<file path="src/rtl/alu_pkg.sv">
package alu_pkg;

   typedef enum logic [3:0] {
      OP_NOP = 4'd0,
      OP_ADD = 4'd1,
      OP_SUB = 4'd2,
      OP_MUL = 4'd3,
      OP_AND = 4'd4,
      OP_OR  = 4'd5,
      OP_XOR = 4'd6,
      OP_NOT = 4'd7,
      OP_LSL = 4'd8,
      OP_LSR = 4'd9,
      OP_ASL = 4'd10,
      OP_ASR = 4'd11,
      OP_MOV = 4'd12
   } op_e;

   typedef struct packed {
      logic c;
      logic v;
      logic z;
   } flags_t;

   // Which flags an operation is allowed to load
   function automatic flags_t flag_mask(input logic [3:0] f);
      flags_t m;
      m = '0;
      case (f)
         OP_ADD, OP_SUB: m = '{c: 1'b1, v: 1'b1, z: 1'b1};
         OP_ASL:         m = '{c: 1'b0, v: 1'b1, z: 1'b1};
         OP_MUL, OP_AND, OP_OR, OP_XOR, OP_NOT,
         OP_LSL, OP_LSR, OP_ASR, OP_MOV:
                         m = '{c: 1'b0, v: 1'b0, z: 1'b1};
         default:        m = '0;
      endcase
      return m;
   endfunction

endpackage

</file>
<file path="src/rtl/alu_addsub.sv">
module alu_addsub #(
   parameter int WIDTH = 16
) (
   input  logic [WIDTH-1:0] a,
   input  logic [WIDTH-1:0] b,
   output logic [WIDTH-1:0] sum,
   output logic             sum_c,
   output logic             sum_v,
   output logic [WIDTH-1:0] diff,
   output logic             diff_c,
   output logic             diff_v
);
   localparam int MSB = WIDTH - 1;

   logic [WIDTH:0] sum_ext;

   always_comb begin
      sum_ext = {1'b0, a} + {1'b0, b};
      sum     = sum_ext[MSB:0];
      sum_c   = sum_ext[WIDTH];
      sum_v   = (a[MSB] == b[MSB]) && (sum[MSB] != a[MSB]);
      diff    = a - b;
      diff_c  = (a < b);
      diff_v  = (a[MSB] != b[MSB]) && (diff[MSB] != a[MSB]);
   end
endmodule

</file>
<file path="src/rtl/alu_multlo.sv">
module alu_multlo #(
   parameter int WIDTH     = 16,
   parameter bit MUL_ARRAY = 1'b0
) (
   input  logic [WIDTH-1:0] a,
   input  logic [WIDTH-1:0] b,
   output logic [WIDTH-1:0] prod_lo
);
   generate
      if (MUL_ARRAY) begin : g_array
         logic [WIDTH-1:0] acc [0:WIDTH];
         assign acc[0] = '0;
         for (genvar i = 0; i < WIDTH; i++) begin : g_row
            logic [WIDTH-1:0] pp;
            assign pp         = b[i] ? (a << i) : '0;
            assign acc[i + 1] = acc[i] + pp;
         end
         assign prod_lo = acc[WIDTH];
      end else begin : g_operator
         logic [2*WIDTH-1:0] full;
         logic [WIDTH-1:0]   unused_hi;
         assign full      = {{WIDTH{1'b0}}, a} * {{WIDTH{1'b0}}, b};
         assign prod_lo   = full[WIDTH-1:0];
         assign unused_hi = full[2*WIDTH-1:WIDTH];
      end
   endgenerate
endmodule

</file>
<file path="src/rtl/alu_shifter.sv">
module alu_shifter #(
   parameter int WIDTH = 16
) (
   input  logic [WIDTH-1:0] a,
   input  logic [WIDTH-1:0] amt,
   output logic [WIDTH-1:0] lsl,
   output logic [WIDTH-1:0] lsr,
   output logic [WIDTH-1:0] asl,
   output logic [WIDTH-1:0] asr,
   output logic             asl_v
);
   localparam int             SH_W  = $clog2(WIDTH);
   localparam logic [WIDTH-1:0] W_VEC = WIDTH'(WIDTH);

   logic            big;
   logic [SH_W-1:0] sh;

   always_comb begin
      big = (amt >= W_VEC);
      sh  = amt[SH_W-1:0];
      if (big) begin
         lsl   = '0;
         lsr   = '0;
         asl   = '0;
         asr   = {WIDTH{a[WIDTH-1]}};
         asl_v = |a;
      end else begin
         lsl   = a << sh;
         lsr   = a >> sh;
         asl   = a << sh;
         asr   = WIDTH'($signed(a) >>> sh);
         // shifting back must restore a when no sign information was lost
         asl_v = (WIDTH'($signed(asl) >>> sh) != a);
      end
   end
endmodule

</file>
<file path="src/rtl/alu_flagreg.sv">
module alu_flagreg
   import alu_pkg::*;
(
   input  logic   clk,
   input  logic   rst,
   input  logic   en,
   input  flags_t mask,
   input  flags_t nxt,
   output flags_t q
);
   always_ff @(posedge clk) begin
      if (rst) begin
         q <= '0;
      end else if (en) begin
         if (mask.c) q.c <= nxt.c;
         if (mask.v) q.v <= nxt.v;
         if (mask.z) q.z <= nxt.z;
      end
   end
endmodule

</file>
<file path="src/rtl/alu16_flagsel.sv">
module alu16_flagsel
   import alu_pkg::*;
#(
   parameter int WIDTH     = 16,
   parameter bit MUL_ARRAY = 1'b0
) (
   input  logic             clk,
   input  logic             rst,
   input  logic             en,
   input  logic [3:0]       func,
   input  logic [WIDTH-1:0] opa,
   input  logic [WIDTH-1:0] opb,
   output logic [WIDTH-1:0] result,
   output logic             flag_c,
   output logic             flag_v,
   output logic             flag_z
);
   if (WIDTH < 4) begin : g_width_chk
      $error("alu16_flagsel: WIDTH must be at least 4");
   end

   logic [WIDTH-1:0] sum, diff, prod, lsl, lsr, asl, asr;
   logic             sum_c, sum_v, diff_c, diff_v, asl_v;
   flags_t           mask, nxt, q;

   alu_addsub #(.WIDTH(WIDTH)) u_addsub (
      .a(opa), .b(opb),
      .sum(sum), .sum_c(sum_c), .sum_v(sum_v),
      .diff(diff), .diff_c(diff_c), .diff_v(diff_v)
   );

   alu_multlo #(.WIDTH(WIDTH), .MUL_ARRAY(MUL_ARRAY)) u_mul (
      .a(opa), .b(opb), .prod_lo(prod)
   );

   alu_shifter #(.WIDTH(WIDTH)) u_shift (
      .a(opa), .amt(opb),
      .lsl(lsl), .lsr(lsr), .asl(asl), .asr(asr), .asl_v(asl_v)
   );

   always_comb begin
      nxt = '0;
      case (func)
         OP_ADD: begin result = sum;  nxt.c = sum_c;  nxt.v = sum_v;  end
         OP_SUB: begin result = diff; nxt.c = diff_c; nxt.v = diff_v; end
         OP_MUL: result = prod;
         OP_AND: result = opa & opb;
         OP_OR:  result = opa | opb;
         OP_XOR: result = opa ^ opb;
         OP_NOT: result = ~opb;
         OP_LSL: result = lsl;
         OP_LSR: result = lsr;
         OP_ASL: begin result = asl; nxt.v = asl_v; end
         OP_ASR: result = asr;
         OP_MOV: result = opb;
         default: result = opa;
      endcase
      nxt.z = (result == '0);
      mask  = flag_mask(func);
   end

   alu_flagreg u_flags (
      .clk(clk), .rst(rst), .en(en), .mask(mask), .nxt(nxt), .q(q)
   );

   assign flag_c = q.c;
   assign flag_v = q.v;
   assign flag_z = q.z;
endmodule

</file>
<file path="config.mk">
export PLATFORM = sky130hd
export DESIGN_NAME = alu16_flagsel
export DESIGN_NICKNAME = d
export VERILOG_FILES = /design/src/rtl/alu_pkg.sv /design/src/rtl/alu_addsub.sv /design/src/rtl/alu_multlo.sv /design/src/rtl/alu_shifter.sv /design/src/rtl/alu_flagreg.sv /design/src/rtl/alu16_flagsel.sv
export SDC_FILE = /design/constraint.sdc
export NUM_CORES = 1
export LEC_CHECK = 0
export ABC_AREA = 1
export BUFFER_PORTS_ARGS = -buffer_cell sky130_fd_sc_hd__buf_2
export CORE_MARGIN = 5
export CORE_UTILIZATION = 50
export CTS_BUF_LIST = sky130_fd_sc_hd__clkbuf_8
export DETAILED_ROUTE_END_ITERATION = 12
export GPL_TIMING_DRIVEN = 1
export PLACE_DENSITY = 0.7
export SLEW_MARGIN = 5
export SYNTH_ARGS = -nofsm -noshare
export SYNTH_HDL_FRONTEND = slang
export SYNTH_HIERARCHICAL = 1
export SYNTH_SLANG_ARGS = --single-unit
</file>
<file path="constraint.sdc">
create_clock -name clk -period 10.45 [get_ports clk]
set_clock_uncertainty 0.15 [all_clocks]
set_input_delay 0.5225 -clock clk [delete_from_list [all_inputs] [get_ports clk]]
set_output_delay 0.5225 -clock clk [all_outputs]
set_load 0.05 [all_outputs]
</file>
==> results.txt <==
----------------------------------------------------
[Outcome]
  Run status ... completed

[Critical path]
  Crit-path leading delay family ... adder cells
  Worst EP required ... ~10 ns
  Stages on worst setup path ... 26
  Crit start category ... input port
  Slowest cell on crit path ... buf_4
  Buffers plus inverters on the worst setup path ... 6
  Critical path capture point type ... output port
  CP max FO ... 58
  Path depth of the worst reg2reg path ... 4
  Peak per-stage delay on the critical path ... between 0.5 and 0.6 ns
  Crit path DAT ... approximately 6.5 ns
  Startpoint-to-endpoint class of the critical path ... in2out

[Pwr]
  Static leakage ... about 7.4 nW
  Sw Pwr ... around 1.1 mW
  VDD IR-drop max ... 242.9 uV
  Sw Ratio ... 0.6573
  Power density cells ... roughly 140 nW/um^2
  Combinational share of power ... 0.973
  Part of the total power dissipated in the clock network ... 0.019
  Proportion of power drawn by flip-flops and latches ... 0.007
  Internal ... 0.5831 mW

[Floorplanning]
  Num ports ... 58
  Die area ... 26850 sq um
  Starting density of the core ... 0.5057
  Standard-cell rows ... 56
  Die X-Extent ... 163.8 um
  Std-Cell Core Area ... 23400 sq um
  Vertical extent of the die ... between 150 and 200 um

[CTS]
  Number of setup buffers added after CTS ... 0
  Number of buffers inserted by hold repair at cts ... 0
  Quantity of gates resized following cts ... 0
  TritonCTS Sinks ... 3
  Clock transition time at the flip-flop clock pins of the worst setup and hold paths ... about 0.030 ns
  Master cell of the clock root buffer ... clkbuf_8
  Bufs on Longest Clock Path ... 2
  Number of buffers created by CTS ... 3
  Later-pin clock latency in the skew report ... between 0.2 and 0.25 ns
  Number of levels in the clock H-tree ... 1
  Clock tree from TritonCTS ... built

[STA]
  Final setup violation count ... 0
  Relative slew slack ... 0.1934
  Time the worst path needs with I/O delays and setup ... around 7.1 ns
  Setup tns final ... 0 ns
  Max Slew Vio Count ... 0
  Worst slew pin tran ... 1.205 ns
  Highest clock rate ... approximately 140 MHz
  RSZ-0062 raised after global routing ... no
  Final cycle utilization of the critical path ... 0.6842
  Final number of hold-violating endpoints ... 0

[Layout]
  Diodes inserted ... 0
  Top flop regs ... u_flags/q: 3 flops
  Nets@finish ... 2321
  Largest register by flop count ... u_flags/q
  Share of layout cells above drive strength 1 ... 0.07160
  Number of standard cells in the final layout excluding fillers ... 2400
  Count of filler cells inserted in the layout ... 2601
  Max reg flops ... 3
  Area Growth Syn to Fin ... 1.248%
  Final design utilization ... 0.5120

[Drt]
  Total via count in the routed design ... about 14000
  Number of vias per cell ... roughly 5.6
  DRC errors left ... 0
  Detailed Route WL ... between 40000 and 50000 um
  Post-detailed-route count of antenna-violating nets ... 0
  Pre-Repair DR Iteration Count ... 7
  Violation count after the first detailed-route iteration ... around 1500
  Routed length per placed instance ... 18.09 um

[Yosys]
  Post-Synthesis Mean Instance Area ... between 5 and 6 sq um
  Total of warnings raised by yosys ... 6
  Mapped Area ... roughly 12000 sq um
  Post-Synthesis Cells ... 2120
  Sequential element share of the synthesized area ... 0.005075
  Count of state elements after synthesis ... 3
  Post-Syn Nets ... 2359
  Post-synthesis cell type count ... 48

[Place]
  Global placer's final weighted congestion ... between 0.9 and 1
  Total of buffers placed on input and output ports ... 57
  DPL Wire Length ... 31120 um
  Cell total after placement ... 2396

[Global routing]
  Pin count of the biggest net entering global routing ... 59
  Via count of the first global-routing pass ... between 10000 and 15000
  First-pass GRT wire length ... about 68000 um
  Aggregate global routing overflow ... 0
  Overall fraction of global-route tracks in use ... 0.3183
  Antenna violations before repair ... 2

[Hold path]
  HP Class ... reg2reg
  Worst Hold Depth ... 4

[Flow run]
  Reported max-cap violation count ... 0

----------------------------------------------------
-- routing by layer --
layer | vias up | wire (um) | GRT usage
met3 | 119 | 4394 | 0.05696
met2 | 637 | 19340 | 0.5179
met1 | 6280 | 17680 | 0.4192
met5 | - | 64 | 0
li1 | 6469 | - | -
met4 | 4 | 1927 | 0.1258
-- worst paths after layout --
path                startpoint           end  slack (ns)
hold / removal    u_flags/q[0]  u_flags/q[0]        0.37
setup reg to reg  u_flags/q[2]  u_flags/q[2]        9.70
setup / recovery        opb[2]    result[15]        3.30
hold reg to reg   u_flags/q[0]  u_flags/q[0]        0.37
-- power by group through the flow --
stage / sequential, mW / clock [mW] / combinational (mW)
after detailed placement: 0.0126 / 0 / 1.59
final: 0.0125 / 0.0327 / 1.66
after global routing: 0.0125 / 0.0356 / 1.84
after CTS: 0.0125 / 0.0342 / 1.61
after floorplan: 0.0148 / 0 / 1.17
after global placement: 0.0126 / 0 / 1.56
-- worst register-to-register path: stages, from the launching register on --
cell	delay, ns
dfxtp_1	0.32
inv_1	0.04
nand2_1	0.05
nand2_1	0.04
nor2_1	0.08
-- layout make-up --
| class | instances | area, sq um | area share |
|---|---|---|---|
| Clock inverter | 1 | 3.754 | 0.0003133 |
| Sequential cell | 3 | 60.06 | 0.005013 |
| Tap cell | 319 | 399.1 | 0.03331 |
| Inverter | 389 | 1465 | 0.1223 |
| Multi-Input combinational cell | 1617 | 9644 | 0.8049 |
| Timing Repair Buffer | 68 | 367.9 | 0.03070 |
| Clock buffer | 3 | 41.29 | 0.003446 |
-- logic make-up (layout without fill, tap and decap cells) --
kind of cell,Yosys count,in the layout,synth area share
simple gates,1246,1246,0.4586
fa+ha+maj,200,200,0.2635
flops,3,3,0.005075
buf+inv,500,461,0.1800
compound gates,134,134,0.06555
xor+xnor,37,37,0.02738
-- synthesized netlist by cell type, drive strengths merged --
library cell / count / share of area
inv: 388 / 0.12
nand2: 687 / 0.23
nor3: 10 / 0.0051
buf: 75 / 0.045
o21ai: 54 / 0.023
o2111ai: 3 / 0.0022
a21oi: 50 / 0.024
xnor2: 6 / 0.0044
o211ai: 11 / 0.0070
a31oi: 2 / 0.0011
clkinv: 1 / 0.00032
dfxtp: 3 / 0.0051
a21o: 2 / 0.0013
o21a: 1 / 0.00063
a21boi: 1 / 0.00063
o31ai: 2 / 0.0013
a22oi: 1 / 0.00063
o22ai: 1 / 0.00053
clkbuf: 36 / 0.011
nand3b: 9 / 0.0057
nor2: 181 / 0.060
xor2: 31 / 0.023
fa: 82 / 0.14
nand3: 318 / 0.14
ha: 118 / 0.12
or2: 5 / 0.0026
nor4: 7 / 0.0037
and2: 3 / 0.0018
o21bai: 6 / 0.0038
nand4: 26 / 0.014
-- metrics by stage --
step | total power, mW | cell area, sq um | hold WS, ns | setup WS (ns)
3_5_place_dp | 1.606 | 11940 | 0.3590 | 3.438
2_1_floorplan | 1.185 | 11830 | 0.5593 | 4.187
6_report | 1.702 | 11980 | 0.3658 | 3.300
3_3_place_gp | 1.568 | 11940 | 0.3458 | 3.570
5_1_grt | 1.884 | 11980 | 0.4063 | 3.049
4_1_cts | 1.654 | 11980 | 0.3675 | 3.420
-- layout by cell type, fill, tap and decap left out, types with 2 or more instances in the layout --
master	netlist	routed
or2_2	3	3
xnor2_1	6	6
inv_4	2	2
nand3_1	306	306
nand2_1	656	656
a21oi_1	44	44
o211ai_1	11	11
nand2_4	4	4
fa_1	82	82
a31oi_1	2	2
a21oi_2	5	5
a21o_1	2	2
buf_4	29	11
nand2_2	27	27
o21bai_1	6	6
clkbuf_8	0	3
nor2_2	7	7
dfxtp_1	3	3
nand3_2	11	11
ha_1	118	118
inv_1	373	374
or2_1	2	2
nor3_2	2	2
nand4_1	26	26
o21ai_1	2	2
o2111ai_1	3	3
nor2_1	173	173
nand3b_1	9	9
o21ai_0	52	52
nor3_1	8	8
o31ai_1	2	2
xor2_1	31	31
buf_2	26	57
nor4_1	7	7
and2_1	2	2
inv_2	13	13
Power figures use the tool's default switching activity.
